--- config.mk ---
export PLATFORM = sky130hd
export DESIGN_NAME = npc_unit
export DESIGN_NICKNAME = d
export VERILOG_FILES = /design/src/rtl/npc_pkg.sv /design/src/rtl/npc_compare.sv /design/src/rtl/npc_decide.sv /design/src/rtl/npc_target.sv /design/src/rtl/npc_unit.sv
export SDC_FILE = /design/constraint.sdc
export NUM_CORES = 1
export LEC_CHECK = 0
export BUFFER_PORTS_ARGS = -buffer_cell sky130_fd_sc_hd__buf_2
export CORE_UTILIZATION = 29
export DETAILED_ROUTE_END_ITERATION = 10
export PLACE_DENSITY = 0.57
export SYNTH_ARGS = -nofsm -noshare
export SYNTH_HDL_FRONTEND = slang
export SYNTH_HIERARCHICAL = 1
export SYNTH_SLANG_ARGS = --single-unit
--- constraint.sdc ---
create_clock -name vclk -period 7.9
set_input_delay 0.79 -clock vclk [all_inputs]
set_output_delay 0.79 -clock vclk [all_outputs]
set_load 0.02 [all_outputs]
--- src/rtl/npc_pkg.sv ---
package npc_pkg;
  localparam int unsigned XLEN     = 32;
  localparam int unsigned OP_W     = 6;
  localparam int unsigned SEL_W    = 5;
  localparam int unsigned OFF_W    = 16;
  localparam int unsigned IDX_W    = 26;
  localparam int unsigned ALIGN_W  = 2;
  localparam int unsigned REGION_W = XLEN - IDX_W - ALIGN_W;

  typedef enum logic [OP_W-1:0] {
    OPC_ZCMP = 6'd1,
    OPC_JUMP = 6'd2,
    OPC_BEQ  = 6'd4,
    OPC_BNE  = 6'd5,
    OPC_BLEZ = 6'd6,
    OPC_BGTZ = 6'd7
  } opc_e;

  typedef enum logic [1:0] {
    XFER_SEQ,
    XFER_BRANCH,
    XFER_JUMP
  } xfer_e;

  typedef struct packed {
    logic eq;
    logic neg;
    logic zero;
  } cmp_flags_t;
endpackage

--- src/rtl/npc_compare.sv ---
module npc_compare
  import npc_pkg::*;
#(
  parameter int unsigned W = XLEN
) (
  input  logic [W-1:0] a_i,
  input  logic [W-1:0] b_i,
  output cmp_flags_t   flags_o
);
  always_comb begin
    flags_o.eq   = (a_i == b_i);
    flags_o.neg  = a_i[W-1];
    flags_o.zero = ~|a_i;
  end
endmodule

--- src/rtl/npc_decide.sv ---
module npc_decide
  import npc_pkg::*;
(
  input  logic [OP_W-1:0]  opcode_i,
  input  logic [SEL_W-1:0] rt_sel_i,
  input  cmp_flags_t       flags_i,
  output xfer_e            kind_o
);
  logic cond;
  logic is_branch;

  always_comb begin
    cond      = 1'b0;
    is_branch = 1'b1;
    kind_o    = XFER_SEQ;
    unique case (opcode_i)
      OPC_JUMP: is_branch = 1'b0;
      OPC_BEQ:  cond = flags_i.eq;
      OPC_BNE:  cond = ~flags_i.eq;
      OPC_BLEZ: cond = flags_i.neg | flags_i.zero;
      OPC_BGTZ: cond = ~flags_i.neg & ~flags_i.zero;
      OPC_ZCMP: begin
        if (rt_sel_i == SEL_W'(0))      cond = flags_i.neg;
        else if (rt_sel_i == SEL_W'(1)) cond = ~flags_i.neg;
        else                            cond = 1'b0;
      end
      default: is_branch = 1'b0;
    endcase
    if (opcode_i == OPC_JUMP) kind_o = XFER_JUMP;
    else if (is_branch && cond) kind_o = XFER_BRANCH;
  end
endmodule

--- src/rtl/npc_target.sv ---
module npc_target
  import npc_pkg::*;
(
  input  logic [XLEN-1:0]  pc_i,
  input  logic [OFF_W-1:0] imm_i,
  input  logic [IDX_W-1:0] jidx_i,
  output logic [XLEN-1:0]  seq_o,
  output logic [XLEN-1:0]  branch_o,
  output logic [XLEN-1:0]  jump_o
);
  localparam int unsigned WORD_W = XLEN - ALIGN_W;

  logic [WORD_W-1:0] seq_word;
  logic [WORD_W-1:0] off_word;

  always_comb begin
    seq_word = pc_i[XLEN-1:ALIGN_W] + WORD_W'(1);
    off_word = WORD_W'(signed'(imm_i));
    seq_o    = {seq_word, {ALIGN_W{1'b0}}};
    branch_o = {seq_word + off_word, {ALIGN_W{1'b0}}};
    jump_o   = {seq_word[WORD_W-1 -: REGION_W], jidx_i, {ALIGN_W{1'b0}}};
  end
endmodule

--- src/rtl/npc_unit.sv ---
module npc_unit
  import npc_pkg::*;
(
  input  logic [31:0] pc_i,
  input  logic [5:0]  opcode_i,
  input  logic [4:0]  rt_sel_i,
  input  logic [31:0] rs_val_i,
  input  logic [31:0] rt_val_i,
  input  logic [15:0] imm_i,
  input  logic [25:0] jidx_i,
  output logic [31:0] next_pc_o,
  output logic        taken_o
);
  cmp_flags_t      flags;
  xfer_e           kind;
  logic [XLEN-1:0] seq_pc;
  logic [XLEN-1:0] br_pc;
  logic [XLEN-1:0] jmp_pc;

  npc_compare #(.W(XLEN)) u_cmp (
    .a_i     (rs_val_i),
    .b_i     (rt_val_i),
    .flags_o (flags)
  );

  npc_decide u_dec (
    .opcode_i (opcode_i),
    .rt_sel_i (rt_sel_i),
    .flags_i  (flags),
    .kind_o   (kind)
  );

  npc_target u_tgt (
    .pc_i     (pc_i),
    .imm_i    (imm_i),
    .jidx_i   (jidx_i),
    .seq_o    (seq_pc),
    .branch_o (br_pc),
    .jump_o   (jmp_pc)
  );

  always_comb begin
    unique case (kind)
      XFER_JUMP:   next_pc_o = jmp_pc;
      XFER_BRANCH: next_pc_o = br_pc;
      default:     next_pc_o = seq_pc;
    endcase
    taken_o = (kind != XFER_SEQ);
  end

  logic [XLEN-1:0] chk_seq;
  logic            chk_known;
  always_comb begin
    chk_seq   = pc_i + 32'd4;
    chk_known = (opcode_i inside {6'd1, 6'd2, 6'd4, 6'd5, 6'd6, 6'd7});
    AST_ALIGNED_NEXT: assert (next_pc_o[1:0] == 2'b00) else $error("next pc misaligned");
    AST_UNKNOWN_FALLS: assert (chk_known || (!taken_o && next_pc_o[31:2] == chk_seq[31:2])) else $error("unknown opcode redirected");
    AST_JUMP_REGION: assert (opcode_i != 6'd2 || (taken_o && next_pc_o[31:28] == chk_seq[31:28] && next_pc_o[27:2] == jidx_i)) else $error("jump target wrong");
    AST_IDLE_SEQUENTIAL: assert (taken_o || next_pc_o[31:2] == chk_seq[31:2]) else $error("not-taken path not sequential");
    AST_EQ_NE_EXCLUSIVE: assert (!(opcode_i == 6'd4 && taken_o && rs_val_i != rt_val_i)) else $error("equality branch taken on mismatch");
  end
endmodule

Yosys cells after proc, flatten, opt, wreduce, memory -nomap -nowiden --
Cells that the tools add are included.
Storage, ports and cells: input port bits 149, logic and storage cells 29, bits in writable memories 0, output and inout bits 33, latch bits 0, memories kept 0, register bits 0, memory bits (read-only) 0
Operators by class: multiply operators 0, div/mod/pow operators 0, reductions and logical operators 6, shift-type cells 0, equality and inequality tests 10, $lt $le $gt $ge 0, bitwise gates (word level) 4, muxes and demuxes 7, $add $sub $neg 2
Operators by type and width (count):
- one-hot mux 32 bit (2 select lines) | 1
- equality test 32 bit | 1
- OR reduction 32 bit | 1
- adder 30 x 1 -> 30 bit (second input constant) | 1
- adder 30 bit | 1
- equality test 6 x 3 -> 1 bit (second input constant) | 4
- equality test 6 x 1 -> 1 bit (second input constant) | 1
- equality test 6 x 2 -> 1 bit (second input constant) | 1
- equality test 5 x 1 -> 1 bit (second input constant) | 1
- zero test 5 bit | 1
- one-hot mux 1 bit (5 select lines) | 1
- OR reduction 5 bit | 1
- 2-to-1 mux 1 bit | 4
- equality test 2 x 1 -> 1 bit (second input constant) | 1
- equality test 2 bit (second input constant) | 1
- 2-to-1 mux 2 bit | 1
- inverter 1 bit | 2
- nonzero test 2 bit | 1
- bitwise AND 1 bit | 1
- logical AND 1 bit | 1
- zero test 1 bit | 1
- OR 1 bit | 1

Longest topological paths before layout --
depth in word-level cells 9, gate-level depth with buffers 16, mapped depth without buffers 15

By module --
The synthesis kept the hierarchy.
By module, submodules not included:
- npc_target | area an instance 2471.1 sq um, sequential area each 0.0 sq um, instances 1, cells each 359
- npc_unit | area an instance 653.1 sq um, sequential area each 0.0 sq um, instances 1, cells each 115
- npc_compare | area an instance 420.4 sq um, sequential area each 0.0 sq um, instances 1, cells each 55
- npc_decide | area an instance 106.4 sq um, sequential area each 0.0 sq um, instances 1, cells each 15

Worst setup path before layout --
No wires, ideal clock.
path kind input to output, start input port pc_i[4], end output port next_pc_o[31], path buffers 1, cell stages on the path 16, required time 7110 ps, path slack 3248 ps, data arrival time 3862 ps, cells stage by stage and3_1 and3_1 nor2b_1 and2_1 nand4_1 xnor2_1 ha_1 clkbuf_1 a21oi_1 o21ai_0 a221o_1 a21o_1 a41oi_1 xnor2_1 a22oi_1 a21oi_1
On the way: longest elaborated chain between the ends 3
RTL lines:
- start: declaration | RTL line npc_unit.sv:4 | input logic [31:0] pc_i,
- adder 30 x 1 -> 30 bit | RTL line npc_target.sv:17 | seq_word = pc_i[XLEN-1:ALIGN_W] + WORD_W'(1);
- net seq_pc[26] | RTL line npc_unit.sv:16 | logic [XLEN-1:0] seq_pc;
- adder 30 bit | RTL line npc_target.sv:20 | branch_o = {seq_word + off_word, {ALIGN_W{1'b0}}};
- net br_pc[31] | RTL line npc_unit.sv:17 | logic [XLEN-1:0] br_pc;
- one-hot mux 32 bit (2 select lines) | RTL line npc_unit.sv:43 | unique case (kind)
- end: declaration | RTL line npc_unit.sv:11 | output logic [31:0] next_pc_o,
The timed path passes the listed nets, and every way through them passes these cells.

Worst setup path after layout --
start input port pc_i[2], end output port next_pc_o[24]
The elaborated chain is that of the path after synthesis.

==> results.toml <==
[worst_hold_path]
hold_path.class = "primary input to output port"
worstHoldPathCells = 4

[routing]
vias_per_cell = 5.133
first_iter_violations = 166
routed_wire_length_per_instance_um = 14.53
total_length_of_routed_wires_mm = 12.28
met3_wire_length_um = 625
routed-wl-met2_mm = 6.298
routed.top_layer = "met5"
drtAntennaViolNets = 0
dr_total_vias = 4337
drt_pre_antenna_iters = 4
sum_of_routed_wire_segments_on_met1_mm = 5.097
detail_route.drc_violations = 0

[flow_run]
cap_violations = 0

[logic_synthesis]
synth_top_area_cell = "ha_1"
synth_area_per_cell_sq_um = 6.711
netlist-cell-type-count = 55
ys_seq_area_share_pct = 0
post_synth_instance_area_sq_mm = 0.003651
synth_top_cell_area_share_pct = 12.34
synth.yosys.warnings = 6
synth_top_cells_by_count = "nor2_1 (63), a21oi_1 (62), xor2_1 (50), buf_4 (37), nand2_1 (37)"
synth_most_common_cell = "nor2_1"
netlist_instances = 544
synth.top_cells.by_area = "ha_1 (12%), xor2_1 (12%), a21oi_1 (8.5%)"

[global_route]
globalRouteTotalUtil_pct = 18.14
global_route.overflow_total = 0
global_route_wire_length_before_repair_mm = 19.21
largest_net_degree_at_the_start_of_global_routing = 65
antenna_violations_before_repair = 2
number_of_global_route_vias_before_repair = 4138

[critical_path]
setup.worst_path.class = "primary input to output port"
path_max_fanout = 9
critPathCaptureType = "output port"
worst_setup_path_start_kind = "primary input"
critPathArrivalTime_ns = 4.76
required_time_of_the_worst_setup_path_ns = 7.11

[layout]
finished_core_util_pct = 36.33
area_added_between_synthesis_and_finish_pct = 21.01
final_layout_size_suffix_gt1_share_pct = 28.51
seq_area_sq_um = 0
clockBufferCount = 0
antenna-diode-count = 0
sequential_cell_total = 0
finish.net_count = 865

[timing]
fin_crit_ns = 5.547
finalMaxSlewViolations = 0
period_share_pct = 70.21
fin_setup_tns_ns = 0
fin_hold_ws_ns = 2.002
max_freq_mhz = 180.3
timing.max_slew.rel_slack_pct = 24.71
setup_viol = 0
unrepaired_setup_endpoints_after_global_routing = "no"
tightestPinTransition_ns = 1.101
hold_violations = 0

[die]
die_outline_area_sq_mm = 0.01304
placementRows = 40
floorplan.initialDensity_pct = 30.02
pin_count = 182
die_height_um = 114.2
fp.dieW_um = 114.2
core_region_area_sq_mm = 0.01216

[power_and_ir_drop]
power_density_cells_mw_per_mm2 = 65.14
ir_worst_vdd_mv = 0.02401
cellLeakagePower_nw = 2.030
total_power_w = 0.0002878

[clock_tree]
postCtsResizedCells = 0
hold_buffers = 0
post_cts_buffers = 0

[status]
run_status = "complete, no violations"

[placed_design]
estimated_wirelength_of_the_detail_placed_design_mm = 10.54
io_buffer_count = 180
gp_congestion = 0.8329
## cells in the final DEF (no fill, tap or decap), drive strengths merged, types with 2 or more instances in the layout
master and n:
a21o 6, nand2b 5, a31oi 3, nor3b 4, nand4 18, mux2i 2, nor3 7, a21oi 62
and2 9, nor2 63, o21bai 2, conb 6, nand3b 2, a21boi 2, o21ai 23, xnor2 35
buf 182, or3 2, xor2 51, ha 36, a211oi 2, nand2 37, inv 12, nand3 16
and4 4, or4 3, and3 10, o211a 2, o21a 3, o211ai 3, o21ba 2, a22oi 32
nor4 18, nor2b 3
## cell families (layout without fill, tap and decap cells)
kind of cell | count (synthesis) | in the layout | share of synthesized area, %
multiplexers | 2 | 2 | 0.5483
AO/OA/AOI/OAI | 150 | 150 | 25.46
other | 1 | 6 | 0.1027
XOR/XNOR | 86 | 86 | 21.35
adder cells (fa/ha/maj) | 37 | 37 | 12.89
AND/OR/NAND/NOR | 202 | 202 | 28.00
buffers and inverters | 66 | 194 | 11.65
## where the power goes
part	switching, W	internal [W]
Clock	0	0
Combinational	0.000167	0.000120
Sequential	0	0
## area by class of cell
cell class	instances	area (sq um)
Fill cell	1323	7744
Multi-Input combinational cell	483	3247
Timing Repair Buffer	182	915.9
Tap cell	168	210.2
Inverter	12	45.04
## through the flow
stage	setup WS, ns	cells	instance area [sq um]
detailed placement	2.459	845	4418
CTS	2.445	845	4418
global route	2.002	845	4418
floorplan	3.248	549	3670
global placement	2.494	845	4418
finish	2.353	845	4418
## critical path, stage by stage
cell and delay (ns):
buf_2 0.12, and2_0 0.33, and2_1 0.24, and3_1 0.19, nand2_1 0.07, xnor2_1 0.17
ha_1 0.46, nand3_1 0.12, nor3_1 0.19, a21oi_1 0.18, a2111oi_0 0.98, nor2_1 0.17
o211a_1 0.28, a22oi_1 0.17, a21oi_1 0.08, buf_2 0.21
## per-layer routing
metal / GRT usage (%) / up-vias
li1: - / 2208
met1: 20.80 / 1948
met2: 36.12 / 161
met3: 1.747 / 18
met4: 3.203 / 2
met5: 0 / -
## final timing paths
check	start	to	slack, ns
max	pc_i[2]	next_pc_o[24]	2.35
min	jidx_i[21]	next_pc_o[23]	2.00
Note: power is estimated with default switching activity, not from simulation.
